$ cat src/rtl/nvs_pkg.sv
package nvs_pkg;

  // A pass count of zero is executed as a single pass.
  function automatic logic [31:0] eff_count(input logic [31:0] c);
    return (c == 32'd0) ? 32'd1 : c;
  endfunction

  // Circular increment for a store of depth d.
  function automatic logic [31:0] wrap_inc(input logic [31:0] p, input logic [31:0] d);
    return ((p + 32'd1) >= d) ? 32'd0 : (p + 32'd1);
  endfunction

  // Span is well formed and lies inside the program.
  function automatic logic span_ok(input logic [31:0] lo, input logic [31:0] hi,
                                   input logic [31:0] limit);
    return (lo <= hi) && (hi <= limit);
  endfunction

  // Inner span [ilo,ihi] lies inside outer span [olo,ohi].
  function automatic logic span_inside(input logic [31:0] ilo, input logic [31:0] ihi,
                                       input logic [31:0] olo, input logic [31:0] ohi);
    return (ilo >= olo) && (ihi <= ohi);
  endfunction

endpackage

$ cat src/rtl/nvs_cfg_check.sv
module nvs_cfg_check
  import nvs_pkg::*;
#(
  parameter int ADDR_W = 8,
  parameter int LEVELS = 2
) (
  input  logic [ADDR_W-1:0]              prog_last,
  input  logic [LEVELS-1:0]              loop_en,
  input  logic [LEVELS-1:0][ADDR_W-1:0]  loop_first,
  input  logic [LEVELS-1:0][ADDR_W-1:0]  loop_last,
  output logic                           bad
);

  always_comb begin
    bad = 1'b0;
    for (int i = 0; i < LEVELS; i++) begin
      if (loop_en[i] && !span_ok(32'(loop_first[i]), 32'(loop_last[i]), 32'(prog_last)))
        bad = 1'b1;
      // level i encloses level i-1 whenever both are active
      if (i > 0) begin
        if (loop_en[i] && loop_en[i-1] &&
            !span_inside(32'(loop_first[i-1]), 32'(loop_last[i-1]),
                         32'(loop_first[i]), 32'(loop_last[i])))
          bad = 1'b1;
      end
    end
  end

endmodule

$ cat src/rtl/nvs_loop_level.sv
module nvs_loop_level
  import nvs_pkg::*;
#(
  parameter int ADDR_W = 8,
  parameter int CNT_W  = 8
) (
  input  logic              clk,
  input  logic              rst_n,
  input  logic              load,
  input  logic              en_in,
  input  logic [ADDR_W-1:0] first_in,
  input  logic [ADDR_W-1:0] last_in,
  input  logic [CNT_W-1:0]  count_in,
  input  logic [ADDR_W-1:0] cur_addr,
  input  logic              step,
  input  logic              consider,
  output logic              jump,
  output logic [ADDR_W-1:0] target
);

  logic              en_q;
  logic [ADDR_W-1:0] first_q;
  logic [ADDR_W-1:0] last_q;
  logic [CNT_W-1:0]  count_q;
  logic [CNT_W-1:0]  remain;
  logic              at_end;

  assign at_end = en_q && (cur_addr == last_q);
  assign jump   = at_end && (remain > CNT_W'(1));
  assign target = first_q;

  always_ff @(posedge clk or negedge rst_n) begin
    if (!rst_n) begin
      en_q    <= 1'b0;
      first_q <= '0;
      last_q  <= '0;
      count_q <= '0;
      remain  <= '0;
    end else if (load) begin
      en_q    <= en_in;
      first_q <= first_in;
      last_q  <= last_in;
      count_q <= CNT_W'(eff_count(32'(count_in)));
      remain  <= CNT_W'(eff_count(32'(count_in)));
    end else if (step && consider && at_end) begin
      // exhausted levels re-arm so that the next enclosing pass sees a full count
      remain <= jump ? (remain - CNT_W'(1)) : count_q;
    end
  end

endmodule

$ cat src/rtl/nvs_capture.sv
module nvs_capture
  import nvs_pkg::*;
#(
  parameter int VEC_W     = 96,
  parameter int IDX_W     = 16,
  parameter int CAP_DEPTH = 12,
  parameter int CAP_AW    = 4
) (
  input  logic              clk,
  input  logic              rst_n,
  input  logic              clear,
  input  logic              in_valid,
  input  logic [VEC_W-1:0]  in_data,
  input  logic [IDX_W-1:0]  in_idx,
  output logic              wr_en,
  output logic [CAP_AW-1:0] wr_addr,
  output logic [VEC_W-1:0]  wr_data,
  output logic [IDX_W-1:0]  wr_idx
);

  logic [CAP_AW-1:0] ptr;

  always_ff @(posedge clk or negedge rst_n) begin
    if (!rst_n) begin
      ptr     <= '0;
      wr_en   <= 1'b0;
      wr_addr <= '0;
      wr_data <= '0;
      wr_idx  <= '0;
    end else begin
      wr_en <= in_valid;
      if (in_valid) begin
        wr_addr <= clear ? '0 : ptr;
        wr_data <= in_data;
        wr_idx  <= in_idx;
      end
      if (clear)
        ptr <= in_valid ? CAP_AW'(1) : '0;
      else if (in_valid)
        ptr <= CAP_AW'(wrap_inc(32'(ptr), 32'(CAP_DEPTH)));
    end
  end

endmodule

$ cat src/rtl/nested_vec_seq.sv
module nested_vec_seq
  import nvs_pkg::*;
#(
  parameter int ADDR_W    = 8,
  parameter int CNT_W     = 8,
  parameter int IDX_W     = 16,
  parameter int VEC_W     = 96,
  parameter int LEVELS    = 2,
  parameter int CAP_DEPTH = 12,
  localparam int CAP_AW   = (CAP_DEPTH > 1) ? $clog2(CAP_DEPTH) : 1
) (
  input  logic                          clk,
  input  logic                          rst_n,
  input  logic                          start,
  input  logic [ADDR_W-1:0]             cfg_prog_last,
  input  logic [LEVELS-1:0]             cfg_loop_en,
  input  logic [LEVELS-1:0][ADDR_W-1:0] cfg_loop_first,
  input  logic [LEVELS-1:0][ADDR_W-1:0] cfg_loop_last,
  input  logic [LEVELS-1:0][CNT_W-1:0]  cfg_loop_count,
  output logic                          busy,
  output logic                          done,
  output logic                          cfg_err,
  output logic                          vec_valid,
  input  logic                          vec_ready,
  output logic [ADDR_W-1:0]             vec_addr,
  output logic [IDX_W-1:0]              vec_idx,
  input  logic                          cap_valid,
  input  logic [VEC_W-1:0]              cap_data,
  input  logic [IDX_W-1:0]              cap_idx,
  output logic                          wr_en,
  output logic [CAP_AW-1:0]             wr_addr,
  output logic [VEC_W-1:0]              wr_data,
  output logic [IDX_W-1:0]              wr_idx
);

  // named internal events (also observed by the bound checker)
  logic                          cfg_bad;
  logic                          launch;
  logic                          hs;
  logic                          take_jump;
  logic                          finish;
  logic [ADDR_W-1:0]             jump_addr;
  logic [ADDR_W-1:0]             next_addr;
  logic [ADDR_W-1:0]             prog_last_q;
  logic [ADDR_W-1:0]             cur_addr;
  logic [IDX_W-1:0]              idx_q;
  logic [LEVELS-1:0]             lvl_jump;
  logic [LEVELS-1:0]             lvl_consider;
  logic [LEVELS-1:0][ADDR_W-1:0] lvl_target;

  nvs_cfg_check #(.ADDR_W(ADDR_W), .LEVELS(LEVELS)) u_cfg_check (
    .prog_last  (cfg_prog_last),
    .loop_en    (cfg_loop_en),
    .loop_first (cfg_loop_first),
    .loop_last  (cfg_loop_last),
    .bad        (cfg_bad)
  );

  assign launch = start && !busy && !cfg_bad;
  assign hs     = busy && vec_ready;

  // innermost level decides first; an outer level only acts when all inner ones fall through
  assign lvl_consider[0] = 1'b1;
  generate
    for (genvar g = 1; g < LEVELS; g++) begin : g_chain
      assign lvl_consider[g] = lvl_consider[g-1] && !lvl_jump[g-1];
    end
    for (genvar g = 0; g < LEVELS; g++) begin : g_level
      nvs_loop_level #(.ADDR_W(ADDR_W), .CNT_W(CNT_W)) u_level (
        .clk      (clk),
        .rst_n    (rst_n),
        .load     (launch),
        .en_in    (cfg_loop_en[g]),
        .first_in (cfg_loop_first[g]),
        .last_in  (cfg_loop_last[g]),
        .count_in (cfg_loop_count[g]),
        .cur_addr (cur_addr),
        .step     (hs),
        .consider (lvl_consider[g]),
        .jump     (lvl_jump[g]),
        .target   (lvl_target[g])
      );
    end
  endgenerate

  always_comb begin
    take_jump = 1'b0;
    jump_addr = '0;
    for (int i = 0; i < LEVELS; i++) begin
      if (!take_jump && lvl_jump[i]) begin
        take_jump = 1'b1;
        jump_addr = lvl_target[i];
      end
    end
  end

  assign finish    = !take_jump && (cur_addr == prog_last_q);
  assign next_addr = take_jump ? jump_addr : (cur_addr + ADDR_W'(1));

  always_ff @(posedge clk or negedge rst_n) begin
    if (!rst_n) begin
      busy        <= 1'b0;
      done        <= 1'b0;
      cfg_err     <= 1'b0;
      cur_addr    <= '0;
      idx_q       <= '0;
      prog_last_q <= '0;
    end else begin
      done <= hs && finish;
      if (start && !busy)
        cfg_err <= cfg_bad;
      if (launch) begin
        busy        <= 1'b1;
        cur_addr    <= '0;
        idx_q       <= '0;
        prog_last_q <= cfg_prog_last;
      end else if (hs) begin
        idx_q <= idx_q + IDX_W'(1);
        if (finish)
          busy <= 1'b0;
        else
          cur_addr <= next_addr;
      end
    end
  end

  assign vec_valid = busy;
  assign vec_addr  = cur_addr;
  assign vec_idx   = idx_q;

  nvs_capture #(
    .VEC_W(VEC_W), .IDX_W(IDX_W), .CAP_DEPTH(CAP_DEPTH), .CAP_AW(CAP_AW)
  ) u_capture (
    .clk      (clk),
    .rst_n    (rst_n),
    .clear    (launch),
    .in_valid (cap_valid),
    .in_data  (cap_data),
    .in_idx   (cap_idx),
    .wr_en    (wr_en),
    .wr_addr  (wr_addr),
    .wr_data  (wr_data),
    .wr_idx   (wr_idx)
  );

endmodule

$ cat config.mk
export PLATFORM = sky130hd
export DESIGN_NAME = nested_vec_seq
export DESIGN_NICKNAME = d
export VERILOG_FILES = /design/src/rtl/nvs_pkg.sv /design/src/rtl/nvs_cfg_check.sv /design/src/rtl/nvs_loop_level.sv /design/src/rtl/nvs_capture.sv /design/src/rtl/nested_vec_seq.sv
export SDC_FILE = /design/constraint.sdc
export NUM_CORES = 1
export LEC_CHECK = 0
export ABC_AREA = 1
export BUFFER_PORTS_ARGS = -buffer_cell sky130_fd_sc_hd__buf_2
export CORE_UTILIZATION = 58
export CTS_CLUSTER_DIAMETER = 150
export DETAILED_ROUTE_END_ITERATION = 8
export GPL_TIMING_DRIVEN = 0
export PLACE_DENSITY = 0.87
export SETUP_SLACK_MARGIN = 0.4
export SLEW_MARGIN = 10
export SYNTH_ARGS = -nofsm -noshare
export SYNTH_HDL_FRONTEND = slang
export SYNTH_HIERARCHICAL = 1
export SYNTH_SLANG_ARGS = --single-unit
$ cat constraint.sdc
create_clock -name clk -period 4.8 [get_ports clk]
set_clock_uncertainty 0.15 [all_clocks]
set_input_delay 1.2 -clock clk [delete_from_list [all_inputs] [get_ports clk]]
set_output_delay 1.2 -clock clk [all_outputs]
set_load 0.1 [all_outputs]
# [Yosys cells after proc, flatten, opt, wreduce, memory -nomap -nowiden]
# Index checks and enable logic that the tools add are counted.
[classes] muxes=29 n_reduce_logical=37 n_addsub=5 eq_ne=4 n_lt_le_gt_ge=9
[ops] op="$mux W8" count=14
[ops] op="$le A8 B8 Y1" count=5
[ops] op="$mux W16" count=2
[ops] op="$eq A8 B8 Y1" count=3
[ops] op="$logic_and A1 B1 Y1" count=20
[ops] op="$add A16 B1 Y16 const B" count=1
[ops] op="$gt A8 B1 Y1 const B" count=2
[ops] op="$logic_not A8 Y1" count=2
[ops] op="$mux W4" count=4
[ops] op="$sub A8 B1 Y8 const B" count=2
[ops] op="$reduce_bool A2 Y1" count=5
[ops] op="$mux W1" count=9
[ops] op="$add A8 B1 Y8 const B" count=1
[ops] op="$ge A8 B8 Y1" count=1
[ops] op="$logic_not A1 Y1" count=8
[ops] op="$add A4 B1 Y5 const B" count=1
[ops] op="$ge A5 B4 Y1 const B" count=1
[ops] op="$reduce_and A2 Y1" count=2
[ops] op="$ne A2 B1 Y1 const B" count=1
[totals] ff_bits=222 output_inout_bits=145

# [Logic depth before layout (Yosys ltp)]
# Gate-level depths: netlist (run 1).
[depth] ltp_word=12 depth_mapped=23

# [Hierarchy]
# Netlist (run 1), hierarchy kept.
[by_module_without_submodules] module="nvs_capture" seq_area_each_um2=3027.9 instances=1 cells_per_inst=523 area_each_um2=4655.7
[by_module_without_submodules] module="nvs_loop_level" seq_area_each_um2=825.8 instances=2 cells_per_inst=266 area_each_um2=1919.3
[by_module_without_submodules] module="nested_vec_seq" seq_area_each_um2=875.8 instances=1 cells_per_inst=294 area_each_um2=2144.6
[by_module_without_submodules] module="nvs_cfg_check" seq_area_each_um2=0.0 instances=1 cells_per_inst=207 area_each_um2=1258.7

# [Least setup slack after synthesis (run 1)]
# OpenSTA, ideal clock, no wires.
[synth_timing] path_kind="input-to-reg" from="input cfg_prog_last[7]" to="register g_level[0].u_level.count_q[0]" setup_ps=132 t_arrival_ps=3509 path_slack_ps=1010 cell_stages=14 required_time_ps=4518 path_cell_list="inv_1 ha_1 a21o_1 nor2_1 nand2_1 nand2_1 nand2_1 nand2_1 nand3_1 nor2_1 clkbuf_1 buf_2 buf_1 o21bai_1"
[synth_via] elab_chain_len=9
[synth_lines] item="start: declaration" line="nested_vec_seq.sv:15" rtl="input logic [ADDR_W-1:0] cfg_prog_last,"
[synth_lines] item="$le A8 B8 Y1" line="nvs_pkg.sv:16" rtl="return (lo <= hi) && (hi <= limit);"
[synth_lines] item="$logic_and A1 B1 Y1" line="nvs_pkg.sv:16"
[synth_lines] item="$logic_not A1 Y1" line="nvs_cfg_check.sv:17" rtl="if (loop_en[i] && !span_ok(32'(loop_first[i]), 32'(loop_last[i]), 32'(prog_last)))"
[synth_lines] item="$logic_and A1 B1 Y1" line="nvs_cfg_check.sv:17"
[synth_lines] item="$mux W1" line="nvs_cfg_check.sv:17"
[synth_lines] item="$mux W1 (*)" line="nvs_cfg_check.sv:17"
[synth_lines] item="$mux W1 (*)" line="nvs_cfg_check.sv:21" rtl="if (loop_en[i] && loop_en[i-1] &&"
[synth_lines] item="net cfg_bad" line="nested_vec_seq.sv:37" rtl="logic cfg_bad;"
[synth_lines] item="$logic_not A1 Y1 (*)" line="nested_vec_seq.sv:59" rtl="assign launch = start && !busy && !cfg_bad;"
[synth_lines] item="$logic_and A1 B1 Y1 (*)" line="nested_vec_seq.sv:59"
[synth_lines] item="net launch" line="nested_vec_seq.sv:38" rtl="logic launch;"
[synth_lines] item="end signal: assignment" line="nvs_loop_level.sv:43" rtl="count_q <= CNT_W'(eff_count(32'(count_in)));"
[synth_lines] item="end: declaration" line="nvs_loop_level.sv:24" rtl="logic [CNT_W-1:0] count_q;"
# The timed path passes the listed nets; every way through them passes the cells marked *.
# A chain may end at the register's enable or synchronous reset.

# [Worst setup path in the final report (run 1)]
[layout_timing] from="input cfg_loop_first[14] (netlist name)" to="register g_level[0].u_level.first_q[4]"
[layout_via] elab_chain_len=8
[layout_lines] item="start: declaration" line="nested_vec_seq.sv:17" rtl="input logic [LEVELS-1:0][ADDR_W-1:0] cfg_loop_first,"
[layout_lines] item="$le A8 B8 Y1" line="nvs_pkg.sv:16"
[layout_lines] item="$logic_and A1 B1 Y1" line="nvs_pkg.sv:16"
[layout_lines] item="$logic_not A1 Y1" line="nvs_cfg_check.sv:17"
[layout_lines] item="$logic_and A1 B1 Y1" line="nvs_cfg_check.sv:17"
[layout_lines] item="$mux W1" line="nvs_cfg_check.sv:17"
[layout_lines] item="$mux W1 (*)" line="nvs_cfg_check.sv:21"
[layout_lines] item="net cfg_bad" line="nested_vec_seq.sv:37"
[layout_lines] item="$logic_not A1 Y1 (*)" line="nested_vec_seq.sv:59"
[layout_lines] item="$logic_and A1 B1 Y1 (*)" line="nested_vec_seq.sv:59"
[layout_lines] item="net launch" line="nested_vec_seq.sv:38"
[layout_lines] item="end signal: assignment" line="nvs_loop_level.sv:41" rtl="first_q <= first_in;"
[layout_lines] item="end: declaration" line="nvs_loop_level.sv:22" rtl="logic [ADDR_W-1:0] first_q;"
# Marked as above.

==> summary.txt, run 1 <==
Pwr per Cell Area = 571 mW/mm^2
Main synth FF type = dfrtp_1
Synth Instances = 1556
Die height = 145 microns
YS warnings = 6
Period utilization = 83.5%
Mapped Nets = 1787
Die X-Extent = 145 microns
Vias in the first global route = 11300
Starting DRT DRC Count = 867
Post-CTS sizing = 0
I/O Pins = 320
Via Count = 11600
Min cycle time layout = 4010 ps
Setup TNS = 0 ps
H-tree Lvls = 1
Core area = 0.0202 sq mm
Sequential element share of the synthesized area = 46.7%
CP Launch Type = input port
Setup CP Type = input port to flip-flop
Worst vdd ir = 0.000332 V
Post-detail-place hpwl = 25200 microns
CP delay by family, top = buffers and inverters
Worst Tran Pin Value = 692 ps
Top cells by count, synth = 684 x nand2_1, 222 x dfrtp_1, 149 x inv_1
WHS = 315 ps
Synth Register Bits = 222
Clk_lat worst skew = 540 ps
Largest net degree at the start of global routing = 102
Grt total ovfl = 0
Final setup fails = 0
Port Buffer Count = 319
Die Footprint = 0.0211 sq mm
Synthesized area = 0.0119 sq mm
CTS Sinks = 222
CP max-delay cell = clkbuf_2
Fraction of layout cells with a size suffix above 1 = 25.1%
DRC = 0
Final Max Slew Viols = 0
Worst Setup EP = g_level[0].u_level/target[4]$_DFFE_PN0P_
Critical R2R Capture = g_level[1].u_level/remain[5]$_DFFE_PN0P_
Router iterations before antenna repair = 6
CTS Buf Count = 25
Wirelength per Cell = 15.5 microns
Synthesis-to-finish area growth = 23.9%
Post-DP Area = 0.0139 sq mm
RSZ-0062 raised after global routing = no
Setup WS pre-CTS = 360 ps
CTS Root Buffer Type = clkbuf_16
FF-to-FF path depth = 16
Outcome = complete, no violations
Fin area = 0.0147 sq mm
Ranking of synthesized cells by area = dfrtp_1 47%, nand2_1 22%, ha_1 5.9%
Clock tree buffer depth = 3
Total Power = 8.42 mW
FFs w/ async S/R, synth = 100%
Antenna-violating nets left = 0
WP data required = 5120 ps
Clk slew on worst S/H paths = 60 ps
# nets final = 2135
Reg-to-Reg Start = g_level[0].u_level/remain[0]$_DFFE_PN0P_
# rows = 52
CTS tree = yes
Gr usage total = 32.3%
Hold path cells = 2
Initial antenna violation count = 3
Starting Density = 59.0%
Slowest stage delay, CP = 590 ps
Fillcell total = 1515
Crit path depth = 16
Unique masters post-synth = 46
Max-cap violations = 0
P_leak = 8.41 nW
Worst path bufs/invs = 5
Drt via density = 5.27
Crit path top cell by count = nand2_1
CP startpoint = cfg_loop_first[14]
Area share of the largest cell type after synthesis = 46.7%
Most common cell in the netlist = nand2_1
Post-synth EDFFs = 0
Final number of hold-violating endpoints = 0
Syn Area/Cell = 7.65 sq um
Critical Path AT = 4320 ps
Setup slack after layout = 794 ps
Cell Chain, Critical Path = buf_2, inv_1, ha_1, nand2_1, nor2_2, nand4_1, nand3_1, nand2_1, nand2_1, nand3_1, nor2_1, clkbuf_2, buf_2, buf_1, nand2_1, nand2_1
HP Class = flip-flop to flip-flop
Global-route wire length before repair = 55100 microns
Critical path fanouts, max = 25
Reg-to-reg slack, setup = 1890 ps
Worst slew margin relative to its limit = 53.9%
Post CTS Setup Buffer Count = 0
Hold_buf cts = 0
CP endpoint kind = flip-flop
Gp weighted congestion = 0.923
Cell taking the most area after synthesis = dfrtp_1
Routed Wire Length = 34000 microns
Fmax = 250 MHz
## cell type report
class | instances | area (sq um) | area share, %
Clock inverter | 12 | 135 | 0.917
Sequential cell | 222 | 5560 | 37.7
Antenna cell | 2 | 5.00 | 0.0340
Clock buffer | 32 | 702 | 4.76
Tap cell | 270 | 338 | 2.29
Timing Repair Buffer | 321 | 1660 | 11.3
Multi-Input combinational cell | 1117 | 5430 | 36.8
Inverter | 169 | 637 | 4.32
Buffer | 48 | 280 | 1.90
## cell usage in the layout, fill, tap and decap left out, drive strengths merged, types with 3 or more instances in the layout
master    synthesis  routed
a21o              4       4
a21oi            41      41
a31oi             3       3
buf              41     362
clkbuf            7      39
clkinv            2       7
clkinvlp          0       4
dfrtp           222     222
ha               56      56
inv             167     168
nand2           703     703
nand3            72      72
nand4            20      20
nor2            112     112
nor3             12      12
o21ai            61      61
o21bai            4       4
o221ai            4       4
o22ai             4       4
xnor2             7       7
## tightest hold or removal path, cell delays in order (launching register included)
cell	delay (ps)
dfrtp_1	340
nand2_1	50
nand2_1	50
## sequential cells by signal (all words and copies together), names as in the netlist, 2 cells and up
signal	flops
vec_addr	8
g_level.u_level/last_q	16
vec_idx	16
u_capture/wr_addr	4
g_level.u_level/remain	16
u_capture/ptr	4
g_level.u_level/en_q	2
g_level.u_level/count_q	16
g_level.u_level/target	16
u_capture/wr_data	96
prog_last_q	8
u_capture/wr_idx	16
## metrics by stage
| stage | util, % | std cells |
|---|---|---|
| 5_1_grt | 73.1 | 2193 |
| 3_3_place_gp | 68.6 | 2145 |
| 2_1_floorplan | - | 1556 |
| 3_5_place_dp | 68.9 | 2147 |
| 4_1_cts | 73.1 | 2191 |
| 6_report | 73.1 | 2193 |
## per-layer routing
metal	track usage, %	share of wire (%)
met2	54.2	48
met4	15.3	4.3
met5	0	0
met1	40.5	40
met3	5.97	8.2
## kinds of logic after synthesis
group	share of synthesized area, %
AO/OA/AOI/OAI	6.06
adder cells (fa/ha/maj)	5.89
other	0.0315
AND/OR/NAND/NOR	33.1
flip-flops	46.7
buffers and inverters	7.70
XOR/XNOR	0.515
## report_power, final
part           total, mW  internal, mW  leakage [nW]  switching, mW
clock               1.92          1.14         0.405          0.781
combinational       3.68         0.900          5.29           2.77
sequential          2.82          2.37          2.72          0.449
total               8.42          4.42          8.41           4.01
## worst min path at each step
stage | slack, ps | endpoint | startpoint
after global placement | 300 | u_capture/wr_data[42]$_DFFE_PN0P_ | u_capture/wr_data[42]$_DFFE_PN0P_
after detailed placement | 300 | u_capture/wr_idx[0]$_DFFE_PN0P_ | u_capture/wr_idx[0]$_DFFE_PN0P_
after global routing | 330 | u_capture/wr_data[61]$_DFFE_PN0P_ | u_capture/wr_data[61]$_DFFE_PN0P_
final | 310 | u_capture/wr_data[25]$_DFFE_PN0P_ | u_capture/wr_data[25]$_DFFE_PN0P_
after CTS | 320 | u_capture/wr_idx[0]$_DFFE_PN0P_ | u_capture/wr_idx[0]$_DFFE_PN0P_
after floorplan | 290 | g_level[0].u_level/count_q[5]$_DFFE_PN0P_ | g_level[0].u_level/count_q[5]$_DFFE_PN0P_
(Power assumes the default switching activity.)
==> run 2, diff against run 1 <==
--- a/config.mk
+++ b/config.mk
@@ -7,11 +7,11 @@
 export LEC_CHECK = 0
 export ABC_AREA = 1
 export BUFFER_PORTS_ARGS = -buffer_cell sky130_fd_sc_hd__buf_2
-export CORE_UTILIZATION = 58
+export CORE_UTILIZATION = 48
 export CTS_CLUSTER_DIAMETER = 150
 export DETAILED_ROUTE_END_ITERATION = 8
 export GPL_TIMING_DRIVEN = 0
-export PLACE_DENSITY = 0.87
+export PLACE_DENSITY = 0.77
 export SETUP_SLACK_MARGIN = 0.4
 export SLEW_MARGIN = 10
 export SYNTH_ARGS = -nofsm -noshare
==> constraint.sdc (replaced) <==
create_clock -name clk -period 3.46 [get_ports clk]
set_clock_uncertainty 0.15 [all_clocks]
set_input_delay 0.865 -clock clk [delete_from_list [all_inputs] [get_ports clk]]
set_output_delay 0.865 -clock clk [all_outputs]
set_load 0.1 [all_outputs]
==> summary.txt, run 2 (synthesis results as in run 1) <==
Critical path fanouts, max = 13
Met3 GRT Util = 4.56%
Largest register FFs = 96
Final Max Slew Viols = 0
CTS Sinks = 222
I/O Pins = 320
Die height = 159 microns
Clk slew on worst S/H paths = 60 ps
Post-DP Area = 0.0140 sq mm
RSZ-0062 raised after global routing = no
Largest net degree at the start of global routing = 89
Wirelength per Cell = 14.7 microns
Fin area = 0.0149 sq mm
Setup WS pre-CTS = -492 ps
P_leak = 8.44 nW
Min cycle time layout = 2880 ps
CTS Root Buffer Type = clkbuf_16
Antenna-violating nets left = 0
Setup TNS = 0 ps
Starting DRT DRC Count = 737
WHS = 171 ps
DRC = 0
# nets final = 2138
Outcome = complete, no violations
Port Buffer Count = 319
Post-detail-place hpwl = 24200 microns
GRT met1 Usage = 33.3%
Final setup fails = 0
Global routing's busiest layer = met2
Routed Wire Length = 33100 microns
Gp weighted congestion = 0.916
# rows = 57
Via Count = 11300
Fraction of layout cells with a size suffix above 1 = 25.5%
CP Launch Type = input port
Global-route wire length before repair = 54000 microns
Setup slack after layout = 583 ps
Die Footprint = 0.0254 sq mm
Router iterations before antenna repair = 6
Gr usage total = 26.1%
Final number of hold-violating endpoints = 0
Most frequent cells in the layout = 684 x nand2_1, 348 x buf_2, 222 x dfrtp_1
WP data required = 3710 ps
Drt via density = 5.03
Initial antenna violation count = 1
Fmax = 348 MHz
Hold_buf cts = 0
Pwr per Cell Area = 783 mW/mm^2
Max-cap violations = 0
Worst slew margin relative to its limit = 60.5%
Synthesis-to-finish area growth = 25.0%
CTS Buf Count = 25
Starting Density = 48.9%
Vias in the first global route = 10900
Worst vdd ir = 0.000630 V
Grt total ovfl = 0
Setup CP Type = input port to flip-flop
Die X-Extent = 159 microns
Worst Tran Pin Value = 592 ps
Commonest non-fill, non-tap cell in the layout = nand2_1
Core area = 0.0243 sq mm
Clk_lat worst skew = 530 ps
H-tree Lvls = 1
CTS tree = yes
Clock tree buffer depth = 3
GRT met2 Usage = 45.3%
CP endpoint kind = flip-flop
Critical Path AT = 3130 ps
Period utilization = 83.2%
Reg with most FFs = u_capture/wr_data
HP Class = input port to async pin
[run 2: worst max-delay path, cell delays in order]
cell,delay [ps]
buf_2,170
inv_1,80
ha_1,300
nand2_1,80
nor2_1,160
nand4_1,110
nand2_1,90
nand2_1,60
nand2_1,80
nand3_2,130
nor2_4,170
buf_8,190
inv_1,70
buf_4,180
buf_2,210
nand2_1,90
nand2_1,70
[run 2: final timing paths]
path / startpoint / endpoint / slack (ps) / cells after the start
setup / recovery: cfg_loop_last[7] / g_level[0].u_level/target[1]$_DFFE_PN0P_ / 580 / 17
hold / removal: rst_n / u_capture/wr_data[57]$_DFFE_PN0P_ / 170 / 1
setup reg to reg: g_level[0].u_level/remain[0]$_DFFE_PN0P_ / g_level[1].u_level/remain[5]$_DFFE_PN0P_ / 630 / 16
hold reg to reg: u_capture/wr_data[78]$_DFFE_PN0P_ / u_capture/wr_data[78]$_DFFE_PN0P_ / 310 / 2
max in group asynchronous: rst_n / g_level[1].u_level/target[3]$_DFFE_PN0P_ / 1830 / 3
min in group clk: u_capture/wr_data[78]$_DFFE_PN0P_ / u_capture/wr_data[78]$_DFFE_PN0P_ / 310 / 2
[run 2: metrics by stage]
step                power (mW)  utilization (%)  instances
finish                    11.6             61.1       2251
global route              12.3             61.1       2251
CTS                       11.7             61.0       2248
detailed placement        8.92             57.4       2201
global placement          8.76             57.2       2199
floorplan                 7.83                -       1556
[run 2: final cells by class]
| cell class | instances | area [sq um] |
|---|---|---|
| Sequential cell | 222 | 5560 |
| Inverter | 169 | 637 |
| Timing Repair Buffer | 324 | 1680 |
| Antenna cell | 1 | 2.50 |
| Multi-Input combinational cell | 1117 | 5440 |
| Clock buffer | 36 | 727 |
| Fill cell | 2188 | 9450 |
| Tap cell | 324 | 405 |
| Clock inverter | 10 | 114 |
| Buffer | 48 | 300 |
[run 2: where the power goes]
part	internal [mW]	total (mW)	switching, mW	leakage, nW
logic	1.26	5.04	3.78	5.32
registers	3.29	3.89	0.604	2.72
clock network	1.61	2.70	1.09	0.402
total	6.16	11.6	5.48	8.44
[run 2: per-layer routing]
| metal | part of all wire, % | wire [microns] | vias up |
|---|---|---|---|
| li1 | - | - | 5552 |
| met1 | 41 | 13700 | 5283 |
| met2 | 49 | 16200 | 423 |
| met3 | 7.0 | 2300 | 59 |
| met4 | 2.5 | 832 | 0 |
| met5 | 0 | 0 | - |
[run 2: timing repair]
item / in CTS / in global routing
pin swaps: 0 / 2
buffers inserted: 0 / 2
cloned: 1 / 0
endpoints found under the hold margin: 0 / 0
resized for setup: 7 / 8
setup endpoints to repair: 56 / 59
==> run 3, diff against run 2 <==
--- a/config.mk
+++ b/config.mk
@@ -5,13 +5,13 @@
 export SDC_FILE = /design/constraint.sdc
 export NUM_CORES = 1
 export LEC_CHECK = 0
-export ABC_AREA = 1
+export ABC_AREA = 0
 export BUFFER_PORTS_ARGS = -buffer_cell sky130_fd_sc_hd__buf_2
 export CORE_UTILIZATION = 48
 export CTS_CLUSTER_DIAMETER = 150
 export DETAILED_ROUTE_END_ITERATION = 8
 export GPL_TIMING_DRIVEN = 0
-export PLACE_DENSITY = 0.77
+export PLACE_DENSITY = 0.78
 export SETUP_SLACK_MARGIN = 0.4
 export SLEW_MARGIN = 10
 export SYNTH_ARGS = -nofsm -noshare
==> constraint.sdc (replaced) <==
create_clock -name clk -period 2.5 [get_ports clk]
set_clock_uncertainty 0.15 [all_clocks]
set_input_delay 0.625 -clock clk [delete_from_list [all_inputs] [get_ports clk]]
set_output_delay 0.625 -clock clk [all_outputs]
set_load 0.1 [all_outputs]
==> summary.txt, run 3 <==
Outcome = finished, violations left
Failing checks = negative setup slack
Synthesized area = 0.0112 sq mm
Critical path fanouts, max = 4
Setup TNS = -60110 ps
Setup WS pre-CTS = -1480 ps
Post-detail-place hpwl = 22000 microns
# rows = 55
Fillcell total = 1478
Met3 GRT Util = 4.26%
CP Launch Type = input port
Largest net degree at the start of global routing = 103
Most frequent cells in the layout = 237 x buf_2, 211 x dfrtp_1, 75 x mux2_2
H-tree Lvls = 1
Port Buffer Count = 319
Vias in the first global route = 9609
Max-cap violations = 0
Fin area = 0.0163 sq mm
Die height = 155 microns
Synth Register Bits = 222
Fraction of layout cells with a size suffix above 1 = 53.3%
Starting Density = 49.2%
Gr usage total = 27.9%
Cell taking the most area after synthesis = dfrtp_1
I/O Pins = 320
Fmax = 302 MHz
Pwr per Cell Area = 1000 mW/mm^2
GRT met1 Usage = 34.2%
Post-synth EDFFs = 0
Core area = 0.0228 sq mm
Global-route wire length before repair = 52000 microns
DRC = 0
Final Max Slew Viols = 0
Global routing's busiest layer = met2
Most common cell in the netlist = dfrtp_1
Antenna-violating nets left = 0
GRT met2 Usage = 49.1%
Starting DRT DRC Count = 746
Total Power = 16.4 mW
Synthesis-to-finish area growth = 45.3%
Critical Path AT = 3570 ps
YS warnings = 6
CTS Buf Count = 25
Via Count = 9601
Reg with most FFs = u_capture/wr_data
Total instance count after detailed placement = 1593
Unique masters post-synth = 58
Clk slew on worst S/H paths = 60 ps
Router iterations before antenna repair = 5
Ranking of synthesized cells by area = dfrtp_1 50%, mux2_2 11%, ha_1 6.3%
Non-Filler Instances = 1713
Setup slack after layout = -809 ps
Area of all sequential standard cells = 0.00557 sq mm
Drt via density = 5.60
FFs w/ async S/R, synth = 100%
Worst Tran Pin Value = 1200 ps
Initial antenna violation count = 0
Top cells by count, synth = 222 x dfrtp_1, 108 x mux2_2, 85 x nand2_1
CTS tree = yes
# nets final = 1615
Multi-input logic area = 0.00595 sq mm
Grt total ovfl = 0
WP data required = 2760 ps
Main synth FF type = dfrtp_1
Routed Wire Length = 34800 microns
Worst slew margin relative to its limit = 19.6%
CTS Sinks = 222
Period utilization = 132%
Final number of hold-violating endpoints = 0
Syn Area/Cell = 11.7 sq um
Area share of the largest cell type after synthesis = 49.6%
Mapped Nets = 1190
HP Class = input port to flip-flop
Die Footprint = 0.0240 sq mm
Gp weighted congestion = 0.826
Die X-Extent = 155 microns
Worst vdd ir = 0.000655 V
CTS Root Buffer Type = clkbuf_16
Setup CP Type = input port to flip-flop
Largest register FFs = 96
P_leak = 7.62 nW
Wirelength per Cell = 20.3 microns
CP endpoint kind = flip-flop
Clock tree buffer depth = 3
Final setup fails = 108
Commonest non-fill, non-tap cell in the layout = buf_2
Clk_lat worst skew = 520 ps
Min cycle time layout = 3310 ps
Synth Instances = 959
Sequential element share of the synthesized area = 49.6%
RSZ-0062 raised after global routing = yes
Post-DP Area = 0.0136 sq mm
run 3: cell types whose count changed after synthesis, moves of 12 or more:
cell and delta:
nand2_1 -599, mux2_2 +108, inv_1 -91, nor2_1 -70
nand3_1 -47, mux2_4 +40, mux2i_1 +33, xnor2_1 +28
nand2_2 -17, buf_2 -16, inv_2 -16, nor2b_1 +13
nor4_1 +12
run 3: cell type report:
cell class | instances | area share, %
Timing Repair Buffer | 398 | 17.7
Tap cell | 313 | 2.41
Antenna cell | 1 | 0.0154
Clock buffer | 38 | 4.57
Inverter | 59 | 1.68
Sequential cell | 222 | 34.2
Multi-Input combinational cell | 641 | 36.5
Clock inverter | 4 | 0.123
Buffer | 37 | 2.72
run 3: routing by layer:
metal	vias up	part of all wire, %	wire length [microns]
met3	127	7.1	2480
met1	4725	38	13300
met5	-	0	0
met4	0	4.4	1540
met2	487	50	17500
li1	4262	-	-
run 3: where the power goes:
part | total [mW] | switching, mW | internal [mW]
clock network | 3.46 | 1.43 | 2.03
logic | 7.42 | 4.64 | 2.78
registers | 5.47 | 0.934 | 4.54
run 3: what timing repair did:
| action | in CTS | in global routing |
|---|---|---|
| cloned | 11 | 0 |
| hold endpoints to repair | 21 | 0 |
| pin swaps | 56 | 27 |
| hold buffers | 1 | 0 |
| endpoints found under the setup margin | 142 | 145 |
| setup buffers | 47 | 18 |
| resized for setup | 229 | 108 |
run 3: critical path: stages:
cell       delay (ps)
buf_12             90
inv_2              40
ha_4              260
nand4_1           160
or3b_1            440
a21oi_2           140
nor4_2             70
nand4_1           180
or2_4             160
buf_8             100
clkinv_4           40
buf_8             110
buf_12            130
clkbuf_16         150
buf_8             130
buf_6             120
a21oi_1           210
mux2i_1           130
a31oi_1           270
run 3: final timing paths:
path	slack, ps	to	cells after the start	from
worst max-delay path	-810	g_level[1].u_level/remain[7]$_DFFE_PN0P_	19	cfg_loop_last[5]
worst min-delay path	90	u_capture/wr_en$_DFF_PN0_	1	cap_valid
worst max register to register	-430	g_level[1].u_level/remain[6]$_DFFE_PN0P_	11	vec_addr[6]$_DFFE_PN0P_
worst min register to register	350	u_capture/wr_idx[2]$_DFFE_PN0P_	1	u_capture/wr_idx[2]$_DFFE_PN0P_
max in group asynchronous	1010	u_capture/wr_data[44]$_DFFE_PN0P_	3	rst_n
min in group asynchronous	390	g_level[1].u_level/target[1]$_DFFE_PN0P_	2	rst_n
run 3: through the flow:
step | hold WS [ps] | util [%]
6_report | 85.4 | 71.5
5_1_grt | 78.1 | 71.5
4_1_cts | 73.0 | 69.5
3_5_place_dp | 335 | 59.8
3_3_place_gp | 331 | 59.5
2_1_floorplan | 179 | -
run 3: kinds of logic (layout without fill, tap and decap cells):
group / Yosys count / count (layout) / synth area share [%]
AO/OA/AOI/OAI: 133 / 133 / 7.40
adder cells (fa/ha/maj): 56 / 56 / 6.25
other: 1 / 2 / 0.0335
XOR/XNOR: 43 / 43 / 3.36
buffers and inverters: 96 / 536 / 3.82
AND/OR/NAND/NOR: 227 / 227 / 10.4
flip-flops: 222 / 222 / 49.6
multiplexers: 181 / 181 / 19.2
